$ cat src/rtl/sgs_pkg.sv
package sgs_pkg;

    localparam int DATA_W = 24;
    localparam int VOL_W  = 14;
    localparam int PROD_W = DATA_W + VOL_W + 1;

    typedef logic signed [DATA_W-1:0] sample_t;
    typedef logic        [VOL_W-1:0]  gain_t;

    localparam sample_t SMP_MAX   = {1'b0, {(DATA_W-1){1'b1}}};
    localparam sample_t SMP_MIN   = {1'b1, {(DATA_W-1){1'b0}}};
    localparam gain_t   GAIN_FULL = '1;
    localparam gain_t   GAIN_ZERO = '0;

    typedef struct packed {
        logic    valid;
        sample_t left;
        sample_t right;
    } frame_t;

    typedef enum logic [1:0] {
        RAMP_HOLD = 2'd0,
        RAMP_UP   = 2'd1,
        RAMP_DOWN = 2'd2
    } ramp_dir_t;

    // Negate, clamping the one code whose negation does not fit.
    function automatic sample_t neg_sat(input sample_t x);
        return (x == SMP_MIN) ? SMP_MAX : -x;
    endfunction

    // x * g / 2**VOL_W, truncated toward zero.
    function automatic sample_t apply_gain(input sample_t x, input gain_t g);
        logic signed [PROD_W-1:0] xs;
        logic signed [PROD_W-1:0] gs;
        logic signed [PROD_W-1:0] prod;
        logic signed [PROD_W-1:0] bias;
        logic signed [PROD_W-1:0] shifted;
        xs      = PROD_W'(x);
        gs      = $signed({{(DATA_W+1){1'b0}}, g});
        prod    = xs * gs;
        bias    = prod[PROD_W-1] ? $signed({{(DATA_W+1){1'b0}}, GAIN_FULL}) : '0;
        shifted = (prod + bias) >>> VOL_W;
        return shifted[DATA_W-1:0];
    endfunction

endpackage

$ cat src/rtl/sgs_gain_ramp.sv
module sgs_gain_ramp
    import sgs_pkg::*;
(
    input  logic  clk,
    input  logic  rst,
    input  logic  advance,
    input  logic  mute,
    input  gain_t volume,
    output gain_t gain
);

    gain_t     gain_q;
    gain_t     target;
    ramp_dir_t dir;

    always_comb begin
        target = mute ? GAIN_ZERO : volume;
        if (gain_q < target)
            dir = RAMP_UP;
        else if (gain_q > target)
            dir = RAMP_DOWN;
        else
            dir = RAMP_HOLD;
    end

    always_ff @(posedge clk) begin
        if (rst) begin
            gain_q <= GAIN_FULL;
        end else if (advance) begin
            case (dir)
                RAMP_UP:   gain_q <= gain_q + gain_t'(1);
                RAMP_DOWN: gain_q <= gain_q - gain_t'(1);
                default:   gain_q <= gain_q;
            endcase
        end
    end

    assign gain = gain_q;

endmodule

$ cat src/rtl/sgs_chan_path.sv
module sgs_chan_path
    import sgs_pkg::*;
(
    input  logic    clk,
    input  logic    rst,
    input  logic    valid,
    input  logic    invert,
    input  sample_t sample_in,
    input  gain_t   gain,
    output sample_t sample_out
);

    sample_t oriented;
    sample_t out_q;

    always_comb begin
        oriented = invert ? neg_sat(sample_in) : sample_in;
    end

    always_ff @(posedge clk) begin
        if (rst)
            out_q <= '0;
        else if (valid)
            out_q <= apply_gain(oriented, gain);
    end

    assign sample_out = out_q;

endmodule

$ cat src/rtl/sgs_zero_watch.sv
module sgs_zero_watch #(
    parameter int ZERO_FRAMES = 1024
) (
    input  logic clk,
    input  logic rst,
    input  logic valid,
    input  logic left_zero,
    input  logic right_zero,
    output logic flag
);

    localparam int CNT_W = $clog2(ZERO_FRAMES + 1);
    typedef logic [CNT_W-1:0] cnt_t;
    localparam cnt_t CNT_LIMIT = cnt_t'(ZERO_FRAMES);

    cnt_t run_q;
    logic flag_q;

    always_ff @(posedge clk) begin
        if (rst) begin
            run_q  <= '0;
            flag_q <= 1'b0;
        end else if (valid) begin
            if (left_zero && right_zero) begin
                if (run_q != CNT_LIMIT)
                    run_q <= run_q + cnt_t'(1);
                flag_q <= (run_q == CNT_LIMIT);
            end else begin
                run_q  <= '0;
                flag_q <= 1'b0;
            end
        end
    end

    assign flag = flag_q;

endmodule

$ cat src/rtl/stereo_gain_stage.sv
module stereo_gain_stage
    import sgs_pkg::*;
#(
    parameter int ZERO_FRAMES = 1024
) (
    input  logic                    clk,
    input  logic                    rst,
    input  logic                    in_valid,
    input  logic [DATA_W-1:0]       in_left,
    input  logic [DATA_W-1:0]       in_right,
    input  logic [VOL_W-1:0]        vol_left,
    input  logic [VOL_W-1:0]        vol_right,
    input  logic                    soft_mute,
    input  logic                    hard_mute,
    input  logic                    flip_polarity,
    output logic                    out_valid,
    output logic [DATA_W-1:0]       out_left,
    output logic [DATA_W-1:0]       out_right,
    output logic                    zero_flag
);

    localparam int NCH = 2;

    frame_t  frm;
    logic    muted;
    sample_t smp_in  [NCH];
    sample_t smp_out [NCH];
    gain_t   vol     [NCH];
    gain_t   gain_q  [NCH];
    logic    valid_q;

    assign frm.valid = in_valid;
    assign frm.left  = in_left;
    assign frm.right = in_right;
    assign muted     = soft_mute | hard_mute;

    assign smp_in[0] = frm.left;
    assign smp_in[1] = frm.right;
    assign vol[0]    = vol_left;
    assign vol[1]    = vol_right;

    for (genvar ch = 0; ch < NCH; ch++) begin : g_chan
        sgs_gain_ramp u_ramp (
            .clk     (clk),
            .rst     (rst),
            .advance (frm.valid),
            .mute    (muted),
            .volume  (vol[ch]),
            .gain    (gain_q[ch])
        );

        sgs_chan_path u_path (
            .clk        (clk),
            .rst        (rst),
            .valid      (frm.valid),
            .invert     (flip_polarity),
            .sample_in  (smp_in[ch]),
            .gain       (gain_q[ch]),
            .sample_out (smp_out[ch])
        );
    end

    sgs_zero_watch #(
        .ZERO_FRAMES (ZERO_FRAMES)
    ) u_zero (
        .clk        (clk),
        .rst        (rst),
        .valid      (frm.valid),
        .left_zero  (frm.left == '0),
        .right_zero (frm.right == '0),
        .flag       (zero_flag)
    );

    always_ff @(posedge clk) begin
        if (rst)
            valid_q <= 1'b0;
        else
            valid_q <= frm.valid;
    end

    assign out_valid = valid_q;
    assign out_left  = smp_out[0];
    assign out_right = smp_out[1];

endmodule

$ cat config.mk
export PLATFORM = sky130hd
export DESIGN_NAME = stereo_gain_stage
export DESIGN_NICKNAME = d
export VERILOG_FILES = /design/src/rtl/sgs_pkg.sv /design/src/rtl/sgs_gain_ramp.sv /design/src/rtl/sgs_chan_path.sv /design/src/rtl/sgs_zero_watch.sv /design/src/rtl/stereo_gain_stage.sv
export SDC_FILE = /design/constraint.sdc
export NUM_CORES = 2
export LEC_CHECK = 0
export BUFFER_PORTS_ARGS = -buffer_cell sky130_fd_sc_hd__buf_2
export CAP_MARGIN = 20
export CORE_ASPECT_RATIO = 1.25
export CORE_MARGIN = 5
export CORE_UTILIZATION = 30
export DETAILED_ROUTE_END_ITERATION = 12
export PLACE_DENSITY = 0.43
export REMOVE_ABC_BUFFERS = 1
export SLEW_MARGIN = 0
export SYNTH_ARGS = -nofsm -noshare
export SYNTH_HDL_FRONTEND = slang
export SYNTH_SLANG_ARGS = --single-unit
export TNS_END_PERCENT = 10
$ cat constraint.sdc
create_clock -name clk -period 18.28 [get_ports clk]
set_input_delay 3.656 -clock clk [delete_from_list [all_inputs] [get_ports clk]]
set_output_delay 3.656 -clock clk [all_outputs]
set_load 0.02 [all_outputs]
==> results.rst <==
.. list-table::
   :header-rows: 1

   * - Metric
     - Value
   * - Clock transition time at the flip-flop clock pins of the worst setup and hold paths
     - 0.07 ns
   * - Maximum net fanout on the critical path
     - 13
   * - Skew final
     - 0.0251 ns
   * - Sequential element share of the synthesized area
     - under 10%
   * - Placeable Area
     - approximately 110000 µm²
   * - DR DRC count
     - 0
   * - Count of cells resized by post-cts repair
     - 0
   * - Starting utilization of the core area
     - 30.1%
   * - Worst hold slack across all endpoints
     - 0.481 ns
   * - Startpoint-to-endpoint class of the critical path
     - input pin to register
   * - Total setup buffers inserted after CTS
     - 0
   * - Distinct cell type count of the synthesized netlist
     - 100
   * - CTS tree
     - yes
   * - RSZ-0062 raised after global routing
     - no
   * - Via count of the first global-routing pass
     - 27466
   * - Clock period minus worst slack
     - around 15 ns
   * - Run status
     - complete, no violations
   * - Total via count after detailed routing
     - 25559
   * - Clock tree sinks
     - just under 90
   * - Share of synthesized flip-flops with an asynchronous set or reset
     - 0%
   * - Share of the clock period used by the worst path
     - between 80 and 90%
   * - Post-DP HPWL
     - between 80000 and 90000 µm
   * - Number of register bits inferred by synthesis
     - about 90
   * - Utilization of the core after routing
     - approximately a third
   * - Final hold violations
     - 0
   * - Final global-route overflow total
     - 0
   * - Number of buffers added on ports
     - 131
   * - CP peak stage delay
     - 0.88 ns
   * - Fill count
     - about 12000
   * - Detailed-route wire length
     - 104000 µm
   * - Final design instance area without fill
     - 34800 µm²
   * - Final weighted congestion in routability-driven placement
     - 0.853
   * - Root Buffer
     - clkbuf_16
   * - Die Area
     - about 110000 µm²
   * - Multi-input logic area
     - 27200 µm²
   * - Reg-to-reg slack, setup
     - 7.74 ns
   * - Category of the worst setup path launch point
     - input pin
   * - Max-cap violations
     - 0
   * - Cells after synthesis
     - 3780
   * - Aggregate negative setup slack
     - 0 ns
   * - Largest net degree at the start of global routing
     - 51
   * - Remaining number of nets flagged by the antenna check after routing
     - 0
   * - Worst slew margin
     - 24.0%
   * - Required time of the critical path
     - 18.60 ns
   * - Post-Route M1 WL
     - approximately 42000 µm
   * - EDFF count, synth
     - 0
   * - Met3 Routed Length
     - 3220 µm
   * - Total I/O pin count
     - ~130
   * - Nets
     - 4778
   * - Category of the worst setup path capture point
     - register
   * - Overall global routing resource usage
     - 18.6%
   * - Proportion of netlist area held by the largest area contributor
     - 39.3%
   * - Final-report setup violation count
     - 0
   * - Reg area
     - 1790 µm²
   * - Critical Path Most Common Cell
     - fa_1
   * - Placed instance area
     - approximately 34000 µm²
   * - Wire length of the first global-routing pass
     - 163000 µm
   * - Largest area contributor in the synthesized netlist
     - fa_1
   * - Initial antenna violation count
     - 11
   * - TritonCTS buffer count
     - 9
   * - Hold bufs inserted after CTS
     - 0
   * - Most frequently used flop master after synthesis
     - dfxtp_1
   * - Share of post-route cells with drive strength above 1
     - around 7.5%
   * - Dominant cell by count in the synthesized netlist
     - inv_1
   * - Path class of the lowest-slack min-delay path
     - register to register
   * - Drt pass-1 iters
     - 6
   * - Slew Limit Fails
     - 0
   * - Metal2 WL
     - around 55000 µm
   * - Total number of H-tree levels
     - 3
   * - DR top layer
     - met5
   * - Detail-routed via count per cell
     - 4.87
   * - Overall die width
     - ~300 µm
   * - Mean routed wirelength per cell
     - 19.8 µm
   * - DR iter-0 viols
     - between 1000 and 1500
   * - Area growth from synthesis to layout
     - 8.39%
   * - Max Clk Rate
     - 0.0660 GHz
   * - Signal arrival time at the worst endpoint
     - ~15 ns
   * - Pin slew with the least headroom to its limit
     - about 1.1 ns
   * - Clk buf depth
     - 2
   * - Yosys warnings
     - 0
   * - Vertical die dimension
     - ~380 µm
   * - Leading post-synthesis cells by instance count
     - inv_1, fa_1, nand2_1
   * - Post-synthesis area per instance
     - between 8 and 9 µm²
   * - Cells taking the most area after synthesis
     - fa_1, ha_1, inv_1
   * - Number of placement rows
     - 134
   * - Netlist area before placement
     - 32100 µm²
   * - Highest-delay cell along the critical path
     - a31oi_2
   * - Clock Latency Late Sink
     - 0.41 ns
-- cell usage in the layout, fill, tap and decap left out, types with 11 or more instances in the layout --
cell      count
nand2_1     442
nor3_1       39
buf_2       130
xnor2_1      79
fa_1        630
nand3_1      50
ha_1        246
xor2_1       56
nand2b_1     17
dfxtp_1      83
nand4_1      21
o311ai_0     14
or3_1        25
and2_1      367
inv_1       689
a31o_2       11
o21ai_0     117
nor2b_1      52
o21a_1       17
a31oi_1      19
and3_1       13
nor2_1      193
mux2i_1      16
a21o_1       52
a211oi_1     50
o211ai_1     23
buf_4        66
a21oi_1      93
-- logic make-up after synthesis --
kind of cell	Yosys count	share of synthesized area, %
buf+inv	858	10.2
flops	89	5.55
mux	17	0.569
fa+ha+maj	876	48.8
compound gates	506	10.7
simple gates	1299	20.5
xor+xnor	135	3.68
-- flip-flops by register name, indices dropped and copies added (netlist names) --
name and cells:
g_chan.u_path.sample_out 48, g_chan.u_ramp.gain 28, out_valid 1, u_zero.flag 1, u_zero.run_q 11
-- layer usage --
metal	GRT usage [%]	up-vias
met4	5.26	2
met3	1.33	111
met1	22.6	13091
met5	0	-
met2	35.2	420
li1	-	11935
-- final cells by class --
type / instances / area share (%)
multi-input cells: 2833 / 78.0
repair buffers: 197 / 3.33
flip-flops and latches: 89 / 5.14
clock buffers: 9 / 0.647
clock inverters: 5 / 0.305
diodes: 2 / 0.0144
inverters: 690 / 7.44
well taps: 1428 / 5.13
-- path summary, 6_finish.rpt --
path                                         start  cells past startpoint                                            to
max                                    in_right[0]                     39  g_chan[1].u_path.sample_out[23]$_SDFFE_PP0P_
min                       u_zero.flag$_SDFFE_PP0P_                      2                      u_zero.flag$_SDFFE_PP0P_
max reg2reg  g_chan[1].u_ramp.gain[1]$_SDFFE_PP1P_                     32  g_chan[1].u_path.sample_out[23]$_SDFFE_PP0P_
min reg2reg               u_zero.flag$_SDFFE_PP0P_                      2                      u_zero.flag$_SDFFE_PP0P_
-- per-stage QoR --
stage	cells	setup slack, ns
6_report	5253	3.13
2_1_floorplan	3612	4.17
4_1_cts	5250	3.05
5_1_grt	5251	2.31
3_5_place_dp	5236	2.63
3_3_place_gp	5234	2.63
-- worst max-delay path, delay by kind of cell --
kind | cells | cell delay, ns
compound gates | 11 | 3.08
fa+ha+maj | 9 | 3.67
buf+inv | 6 | 0.46
mux | 2 | 1.00
simple gates | 11 | 3.59
Power is left out: the tool's default activity adds up to more than one toggle a clock period on the data nets, which glitch-free logic cannot reach.
